==> src/rtl/gtx_pkg.sv <==
package gtx_pkg;

    typedef enum logic [1:0] {
        ST_IDLE  = 2'd0,
        ST_START = 2'd1,
        ST_DATA  = 2'd2,
        ST_STOP  = 2'd3
    } gtx_state_e;

    localparam int unsigned DATA_BITS = 8;

endpackage

==> src/rtl/gtx_baud_tick.sv <==
module gtx_baud_tick #(
    parameter int unsigned RATE_W = 8
) (
    input  logic              clk,
    input  logic              rst_n,
    input  logic              run,
    input  logic [RATE_W-1:0] rate,
    output logic              tick
);

    logic [RATE_W-1:0] cnt_d, cnt_q;

    assign tick = run && (cnt_q >= rate);

    always_comb begin
        cnt_d = cnt_q;
        if (!run) begin
            cnt_d = '0;
        end else if (tick) begin
            cnt_d = '0;
        end else begin
            cnt_d = cnt_q + RATE_W'(1);
        end
    end

    always_ff @(posedge clk or negedge rst_n) begin
        if (!rst_n) cnt_q <= '0;
        else        cnt_q <= cnt_d;
    end

endmodule

==> src/rtl/gtx_stop_len.sv <==
module gtx_stop_len #(
    parameter int unsigned GAP_W = 8
) (
    input  logic             block_mode,
    input  logic             two_stop,
    input  logic [GAP_W-1:0] gap,
    output logic [GAP_W-1:0] stop_bits
);

    localparam logic [GAP_W-1:0] GAP_FLOOR  = GAP_W'(10);
    localparam logic [GAP_W-1:0] GAP_OFFSET = GAP_W'(9);

    always_comb begin
        if (block_mode) begin
            // values under the floor clamp to a single stop bit
            stop_bits = (gap >= GAP_FLOOR) ? (gap - GAP_OFFSET) : GAP_W'(1);
        end else begin
            stop_bits = two_stop ? GAP_W'(2) : GAP_W'(1);
        end
    end

endmodule

==> src/rtl/gapped_serial_tx.sv <==
module gapped_serial_tx
    import gtx_pkg::*;
#(
    parameter int unsigned RATE_W = 8,
    parameter int unsigned GAP_W  = 8
) (
    input  logic              clk,
    input  logic              rst_n,
    input  logic              cfg_block_mode,
    input  logic              cfg_two_stop,
    input  logic [RATE_W-1:0] cfg_rate,
    input  logic [GAP_W-1:0]  cfg_gap,
    input  logic              wr_en,
    input  logic [7:0]        wr_data,
    output logic              tx_ready,
    input  logic              blk_valid,
    input  logic [7:0]        blk_data,
    output logic              blk_ready,
    output logic              txd
);

    localparam int unsigned CNT_W     = (GAP_W > 3) ? GAP_W : 3;
    localparam logic [CNT_W-1:0] LAST_BIT  = CNT_W'(DATA_BITS - 1);
    localparam logic [CNT_W-1:0] FREE_BIT  = CNT_W'(DATA_BITS - 2);

    typedef struct packed {
        gtx_state_e             state;
        logic [CNT_W-1:0]       cnt;      // data bit index, or stop bits left
        logic [DATA_BITS-1:0]   shreg;
        logic [DATA_BITS-1:0]   hold;
        logic                   hold_full;
    } gtx_regs_t;

    gtx_regs_t r_d, r_q;

    logic             tick;
    logic [GAP_W-1:0] stop_bits;
    logic             line_busy;
    logic             take_byte;
    logic             take_blk;

    assign line_busy = (r_q.state != ST_IDLE);

    gtx_baud_tick #(
        .RATE_W (RATE_W)
    ) u_tick (
        .clk   (clk),
        .rst_n (rst_n),
        .run   (line_busy),
        .rate  (cfg_rate),
        .tick  (tick)
    );

    gtx_stop_len #(
        .GAP_W (GAP_W)
    ) u_stop (
        .block_mode (cfg_block_mode),
        .two_stop   (cfg_two_stop),
        .gap        (cfg_gap),
        .stop_bits  (stop_bits)
    );

    assign tx_ready  = !r_q.hold_full && !cfg_block_mode;
    assign blk_ready = !r_q.hold_full &&  cfg_block_mode;
    assign take_byte = wr_en     && tx_ready;
    assign take_blk  = blk_valid && blk_ready;

    always_comb begin
        r_d = r_q;
        unique case (r_q.state)
            ST_IDLE: begin
                if (r_q.hold_full) begin
                    r_d.state = ST_START;
                    r_d.shreg = r_q.hold;
                end
            end
            ST_START: begin
                if (tick) begin
                    r_d.state = ST_DATA;
                    r_d.cnt   = '0;
                end
            end
            ST_DATA: begin
                if (tick) begin
                    r_d.shreg = r_q.shreg >> 1;
                    if (r_q.cnt == LAST_BIT) begin
                        r_d.state = ST_STOP;
                        r_d.cnt   = CNT_W'(stop_bits) - CNT_W'(1);
                    end else begin
                        r_d.cnt = r_q.cnt + CNT_W'(1);
                    end
                    // slot frees as the last data bit begins
                    if (r_q.cnt == FREE_BIT) begin
                        r_d.hold_full = 1'b0;
                    end
                end
            end
            ST_STOP: begin
                if (tick) begin
                    if (r_q.cnt == '0) begin
                        if (r_q.hold_full) begin
                            r_d.state = ST_START;
                            r_d.shreg = r_q.hold;
                        end else begin
                            r_d.state = ST_IDLE;
                        end
                    end else begin
                        r_d.cnt = r_q.cnt - CNT_W'(1);
                    end
                end
            end
            default: r_d.state = ST_IDLE;
        endcase

        if (take_byte) begin
            r_d.hold_full = 1'b1;
            r_d.hold      = wr_data;
        end else if (take_blk) begin
            r_d.hold_full = 1'b1;
            r_d.hold      = blk_data;
        end
    end

    always_ff @(posedge clk or negedge rst_n) begin
        if (!rst_n) begin
            r_q.state     <= ST_IDLE;
            r_q.cnt       <= '0;
            r_q.shreg     <= '0;
            r_q.hold      <= '0;
            r_q.hold_full <= 1'b0;
        end else begin
            r_q <= r_d;
        end
    end

    always_comb begin
        unique case (r_q.state)
            ST_START: txd = 1'b0;
            ST_DATA:  txd = r_q.shreg[0];
            default:  txd = 1'b1;
        endcase
    end

endmodule

==> config.mk <==
export PLATFORM = sky130hd
export DESIGN_NAME = gapped_serial_tx
export DESIGN_NICKNAME = d
export VERILOG_FILES = /design/src/rtl/gtx_pkg.sv /design/src/rtl/gtx_baud_tick.sv /design/src/rtl/gtx_stop_len.sv /design/src/rtl/gapped_serial_tx.sv
export SDC_FILE = /design/constraint.sdc
export NUM_CORES = 1
export LEC_CHECK = 0
export ABC_CLOCK_PERIOD_IN_PS = 2740
export BUFFER_PORTS_ARGS = -buffer_cell sky130_fd_sc_hd__buf_2
export CORE_ASPECT_RATIO = 2
export CORE_MARGIN = 2
export CORE_UTILIZATION = 28
export CTS_CLUSTER_SIZE = 24
export DETAILED_ROUTE_END_ITERATION = 7
export GPL_TIMING_DRIVEN = 0
export PLACE_DENSITY = 0.43
export SLEW_MARGIN = 20
export SYNTH_ARGS = -nofsm -noshare
export SYNTH_HDL_FRONTEND = slang
export SYNTH_SLANG_ARGS = --single-unit
==> constraint.sdc <==
create_clock -name clk -period 2.74 [get_ports clk]
set_clock_uncertainty 0.05 [all_clocks]
set_input_delay 0.548 -clock clk [delete_from_list [all_inputs] [get_ports clk]]
set_output_delay 0.548 -clock clk [all_outputs]
set_load 0.02 [all_outputs]
==> metrics.csv, run 1 <==
metric,value,unit
I/O Buffers,38,
Post-synth top cells,"dfrtp_1 (35), nor2_1 (29), nand2_1 (25)",
CTS max path bufs,2,
vias in the first global route,2513,
Slew @ Worst Pin,811,ps
post-synthesis instance total,325,
largest area contributor in the netlist,dfrtp_1,
Detailed Route Iter0 Violations,69,
Worst Hold Class,in2async,
routability congestion estimate,0.816,
Post-synth EDFFs,0,
Cell variety after synth,58,
ANT cells,0,
final hold viol count,0,
largest net degree at the start of global routing,36,
achievable frequency,0.385,GHz
total CTS buffers,5,
die width,75.3,um
Leak,1.56,nW
dominant cells by area after synthesis,"dfrtp_1 (31%), ha_1 (9.7%), mux2_2 (5.1%)",
critical path arrival,2740,ps
worst path cell trace,buf_2 > or4_1 > a21oi_4 > o21bai_1 > ha_2 > a2111o_1 > a31oi_1 > a2111oi_0 > a211oi_1,
register bit total from synthesis,35,
"Cell Area, Synth",2840,um2
Yosys top cell area share,0.308,
total die area,11000,um2
I/O pin count,41,
Cell Rows,52,
die height,146,um
global route overflow,0,
Rel. slew slack,0.459,
Final Slew Violations,0,
overall routing resource usage,0.141,
drt via density,4.96,
Clock Latency Late Sink,280,ps
CP Capture Type,flop,
initial antenna violation count,0,
layout cells sized above 1,0.227,
most common cell in the netlist,dfrtp_1,
area of the multi-input gates,1830,um2
nets@finish,434,
Area after DPL,3200,um2
Slowest Stage Delay on Critical Path,580,ps
RSZ-0062 raised after global routing,false,
initial core utilization,0.284,
Avg WL per Cell,14.7,um
top_reg_cell synth,dfrtp_1,
Routed Antenna Nets,0,
VDD IR max,0.280,mV
Synthesized Nets,385,
sequential fraction of the synthesis area,0.308,
status,finished clean,
"FFs w/ async S/R, synth",1.00,
Final setup viols,0,
Startpoint Class,input port,
Max Fanout on Critical Path,7,
Ys Warns,0,
final WL,7480,um
DPL Wire Length,5890,um
"Clk pin slew, worst setup/hold paths",60,ps
DR vias,2523,
fin area,3430,um2
dpl ws,-398,ps
final period utilization,0.948,
Reg area,876,um2
Setup WS post-layout,142,ps
Crit path max-delay family,compound AO/OA/AOI/OAI gates,
Power Dens Cells,924,nW/um2
max cap viols,0,
Crit path buffers/inverters,1,
Fillers,1066,
first-pass GRT wire length,11900,um
fin crit period,2600,ps
Sink Count,35,
number of remaining DRC errors,0,
Crit Path Class,in2reg,
Placeable Area,10000,um2
Worst path slowest cell,or4_1,
Area Growth Syn to Fin,20.7,%
CTS tree,built,
1st-pass router iterations,4,
syn_area_per_cell,8.75,um2
Required @ worst endpoint,2880,ps
H-tree lvl count,2,
root buffer cell,clkbuf_16,
==> path summary, 6_finish.rpt <==
kind / from / to / slack (ps) / depth (start not counted)
min in group clk: wr_data[5] / r_q[6] / 410 / 3
hold reg to reg: r_q[16] / r_q[16] / 450 / 1
setup / recovery: cfg_gap[5] / r_q[21] / 140 / 9
hold / removal: rst_n / r_q[6] / 300 / 1
max in group asynchronous: rst_n / u_tick.cnt_q[3] / 1810 / 1
setup reg to reg: u_tick.cnt_q[0] / r_q[20] / 200 / 8
==> state kept, by name (all words and copies together) (netlist names) <==
| register | cells |
|---|---|
| u_tick.cnt_q | 8 |
| r_q | 27 |
==> layout make-up <==
| type | instances | area share |
|---|---|---|
| timing repair buffer | 43 | 0.0664 |
| inverter | 20 | 0.0219 |
| clock inverter | 2 | 0.0109 |
| clock buffer | 5 | 0.0365 |
| tap | 135 | 0.0492 |
| multi-input combinational | 254 | 0.534 |
| sequential | 35 | 0.255 |
| buffer | 15 | 0.0259 |
==> where the power goes <==
| part | total, mW | internal, mW | leakage [nW] | switching, mW |
|---|---|---|---|---|
| sequential | 0.916 | 0.740 | 0.433 | 0.176 |
| combinational | 1.61 | 0.723 | 1.05 | 0.888 |
| clock | 0.644 | 0.424 | 0.0759 | 0.220 |
==> kinds of logic after synthesis <==
logic type / after synthesis / share of synthesized area
fa+ha+maj: 22 / 0.0968
buf+inv: 36 / 0.0585
compound gates: 78 / 0.191
xor+xnor: 15 / 0.0462
mux: 25 / 0.0946
simple gates: 114 / 0.205
flops: 35 / 0.308
==> timing repair <==
item	in CTS	in global routing
pin swaps	0	5
setup buffers	0	5
hold buffers	0	0
gates cloned	0	0
setup endpoints to repair	11	9
resized for setup	4	4
==> through the flow <==
stage | TNS [ps] | hold slack, ps | cells | power, mW | util
after floorplan | 0 | 202 | 325 | 2.10 | -
after CTS | 0 | 350 | 505 | 3.20 | 0.337
after global placement | -3340 | 414 | 498 | 2.51 | 0.320
after global routing | 0 | 387 | 509 | 3.45 | 0.343
final | 0 | 304 | 509 | 3.17 | 0.343
after detailed placement | -3600 | 442 | 498 | 2.53 | 0.320
==> per-layer routing <==
| metal | global-route usage | share of wire | vias to the layer above |
|---|---|---|---|
| met3 | 0.0166 | 0.025 | 14 |
| met1 | 0.134 | 0.37 | 1192 |
| met2 | 0.278 | 0.57 | 56 |
| li1 | - | - | 1261 |
| met5 | 0 | 0 | - |
| met4 | 0.0632 | 0.033 | 0 |
==> placed cells by master, fill, tap and decap left out, types with 3 or more instances in the layout <==
| master | count |
|---|---|
| or3_1 | 4 |
| a21oi_1 | 10 |
| inv_1 | 19 |
| a22o_1 | 3 |
| buf_4 | 6 |
| nand3_1 | 16 |
| buf_2 | 42 |
| and3_1 | 4 |
| nand2_1 | 25 |
| mux2i_1 | 10 |
| a31oi_1 | 8 |
| a211oi_1 | 5 |
| o22ai_1 | 3 |
| clkbuf_16 | 5 |
| xor2_1 | 8 |
| nor3_1 | 5 |
| dfrtp_1 | 35 |
| mux2_2 | 13 |
| a22oi_1 | 3 |
| nand2b_1 | 7 |
| clkbuf_1 | 6 |
| ha_1 | 21 |
| xnor2_1 | 7 |
| o21bai_1 | 3 |
| nor2_1 | 29 |
| nor2b_1 | 5 |
| o21ai_0 | 19 |
| buf_6 | 3 |
(Power assumes the default switching activity.)
==> run 2: changes to the inputs <==
--- a/config.mk
+++ b/config.mk
@@ -5,6 +5,7 @@
 export SDC_FILE = /design/constraint.sdc
 export NUM_CORES = 1
 export LEC_CHECK = 0
+export ABC_AREA = 1
 export ABC_CLOCK_PERIOD_IN_PS = 2740
 export BUFFER_PORTS_ARGS = -buffer_cell sky130_fd_sc_hd__buf_2
 export CORE_ASPECT_RATIO = 2
==> run 2 against run 1 <==
- maximum frequency rose by 4.5%
- global-route usage increased by 0.44 points
- wire length decreased by 1.7%
- worst hold slack better by 1.5 ps
- clock power shrank 11%
- sequential cell count unchanged
- combinational power decreased by 11%
- cell area fell by 5.0%
- first-iteration DRC count increased by 10%
- synthesized area decreased by 3.1%
- via count up 3.8%
- synthesized cell count is 18% higher
==> metrics.csv, run 2 <==
metric,value,unit,change
status,finished clean,,
RSZ-0062 raised after global routing,false,,
Post-synth top cells,"nand2_1 (87), inv_1 (49), dfrtp_1 (35)",,
Fillers,1056,,-0.94%
Yosys top cell area share,0.318,,+0.00979
initial antenna violation count,0,,unchanged
layout cells sized above 1,0.179,,-0.0482
fin crit period,2490,ps,-111 ps
Internal Pwr Total,1.61,mW,-15%
Max Fanout on Critical Path,19,,+12
Rel. slew slack,0.439,,-0.0206
Area Growth Syn to Fin,18.4,%,
Area after DPL,3120,um2,-2.7%
first-pass GRT wire length,11600,um,-2.5%
global route overflow,0,,unchanged
Sequential Power Share,0.298,,+0.009
Clock Latency Late Sink,290,ps,about the same
Crit Path Class,reg2out,,
routability congestion estimate,0.816,,unchanged
CTS max path bufs,2,,unchanged
Clock Power Share,0.201,,-0.002
Ys Warns,0,,unchanged
"commonest non-fill, non-tap cell in the layout",nand2_1,,
root buffer cell,clkbuf_16,,
critical path arrival,1890,ps,-850 ps
dpl ws,-3.65,ps,+394 ps
DR vias,2619,,+3.8%
Largest Register,r_q,,
die width,74.1,um,-1.5%
dominant cells by area after synthesis,"dfrtp_1 (32%), nand2_1 (12%), ha_1 (10%)",,
ANT cells,0,,unchanged
post-synthesis instance total,384,,+18%
max cap viols,0,,unchanged
CP Capture Type,output port,,
most common cell in the netlist,nand2_1,,
Cell Rows,51,,-1.9%
CTS tree,built,,
overall routing resource usage,0.145,,+0.00440
Routed Antenna Nets,0,,unchanged
VDD IR max,0.337,mV,+20%
Regs by FF count,"r_q: 27 flops, u_tick.cnt_q: 8 flops",,
Startpoint Class,flop,,
drt via density,4.66,,-6.0%
gr busiest metal,met2,,
nets@finish,489,,+13%
syn_area_per_cell,7.17,um2,-18%
Power Dens Cells,880,nW/um2,-4.7%
final period utilization,0.908,,-0.0405
Setup WS post-layout,253,ps,+111 ps
"Clk pin slew, worst setup/hold paths",60,ps,about the same
Final Slew Violations,0,,unchanged
Leak,1.62,nW,+4.1%
Final Util,0.339,,-0.00400
M3 GR Usage,0.0153,,-0.00123
R2R cell count,11,,+3
placed insts,555,,+11%
Final setup viols,0,,unchanged
top_reg_cell synth,dfrtp_1,,
M2 GR Usage,0.291,,+0.0133
R2R Setup Slk,470,ps,+270 ps
power consumption,2.87,mW,-9.5%
number of remaining DRC errors,0,,unchanged
DPL Wire Length,6030,um,+2.3%
I/O pin count,41,,unchanged
Sink Count,35,,unchanged
Setup TNS,0,ps,unchanged
vias in the first global route,2490,,-0.92%
Cell variety after synth,39,,-33%
I/O Buffers,39,,+2.6%
fin area,3260,um2,-5.0%
Synthesized Nets,444,,+15%
Placeable Area,9640,um2,-3.8%
achievable frequency,0.402,GHz,+4.5%
most frequent cells in the layout,"nand2_1 (87), inv_1 (49), buf_2 (43), dfrtp_1 (35), nand3_1 (32)",,
Required @ worst endpoint,2140,ps,-740 ps
sequential fraction of the synthesis area,0.318,,+0.00979
largest area contributor in the netlist,dfrtp_1,,
worst r2r src,r_q[25],,
cts hold-fix bufs,0,,unchanged
final WL,7350,um,-1.7%
Post-Layout Cell Count,562,,+10%
die height,144,um,-1.5%
H-tree lvl count,2,,unchanged
hold slack,305,ps,+1.48 ps
Critical Path Most Common Cell,buf_2,,
Slowest Stage Delay on Critical Path,470,ps,-110 ps
max reg flops,27,,unchanged
Worst path slowest cell,dfrtp_1,,
Net Sw Power,1.27,mW,-1.5%
switch share,0.441,,+0.0358
final hold viol count,0,,unchanged
R2R Path End,r_q[17],,
worst path cell trace,inv_1 > ha_1 > buf_2 > nand2_1 > o21ai_0 > buf_2,,
Post-synth EDFFs,0,,unchanged
1st-pass router iterations,4,,unchanged
"FFs w/ async S/R, synth",1.00,,unchanged
total CTS buffers,5,,unchanged
largest net degree at the start of global routing,36,,unchanged
Worst Hold Class,in2async,,
Detailed Route Iter0 Violations,76,,+10%
GR Layer Usage met1,0.136,,+0.00184
Avg WL per Cell,13.1,um,-11%
initial core utilization,0.286,,+0.00222
"Cell Area, Synth",2760,um2,-3.1%
total die area,10700,um2,-3.0%
register bit total from synthesis,35,,unchanged
Combinational Power Share,0.501,,-0.007
Slew @ Worst Pin,842,ps,+30.9 ps
run 2: repair_timing:
item / CTS / global route
endpoints found under the setup margin: 1 / 1
buffers inserted: 0 / 0
resized for setup: 2 / 1
run 2: layer usage:
layer | up-vias | wire [um]
li1 | 1348 | -
met1 | 1205 | 2650
met2 | 50 | 4270
met3 | 16 | 193
met4 | 0 | 239
met5 | - | 0
run 2: power by group through the flow:
stage	logic [mW]	registers [mW]	clock network, mW
after floorplan	1.11	0.824	0
after global placement	1.47	0.863	0
after detailed placement	1.48	0.864	0
after CTS	1.49	0.856	0.594
after global routing	1.65	0.882	0.618
final	1.44	0.856	0.576
run 2: cell type report:
type | count | area [um2] | area share
inverters | 55 | 208 | 0.0637
well taps | 132 | 165 | 0.0506
flip-flops and latches | 35 | 876 | 0.269
repair buffers | 39 | 195 | 0.0598
clock inverters | 3 | 23.8 | 0.00729
multi-input cells | 285 | 1620 | 0.496
clock buffers | 5 | 125 | 0.0384
plain buffers | 8 | 50.0 | 0.0153
run 2: logic make-up (layout without fill, tap and decap cells):
group | count (synthesis) | in the layout | synth area share
AOI/OAI and AO/OA | 70 | 70 | 0.159
xor gates and xnor gates | 9 | 9 | 0.0286
adders and majority gates | 22 | 22 | 0.0999
buffers and inverters | 64 | 110 | 0.0945
DFF | 35 | 35 | 0.318
and+or+nand+nor | 184 | 184 | 0.301
run 2: worst max-delay path, delay by kind of cell, from the launching register on:
| family | cells | cell delay (ps) |
|---|---|---|
| buffers and inverters | 3 | 690 |
| flip-flops | 1 | 470 |
| adder cells (fa/ha/maj) | 1 | 270 |
| AO/OA/AOI/OAI | 1 | 100 |
| AND/OR/NAND/NOR | 1 | 70 |
run 2: worst max path at each step:
stage | startpoint | to | depth (start not counted)
floorplan | r_q[25] | txd | 5
global placement | r_q[25] | txd | 7
detailed placement | r_q[25] | txd | 7
CTS | r_q[25] | txd | 7
global route | r_q[25] | txd | 6
finish | r_q[25] | txd | 6
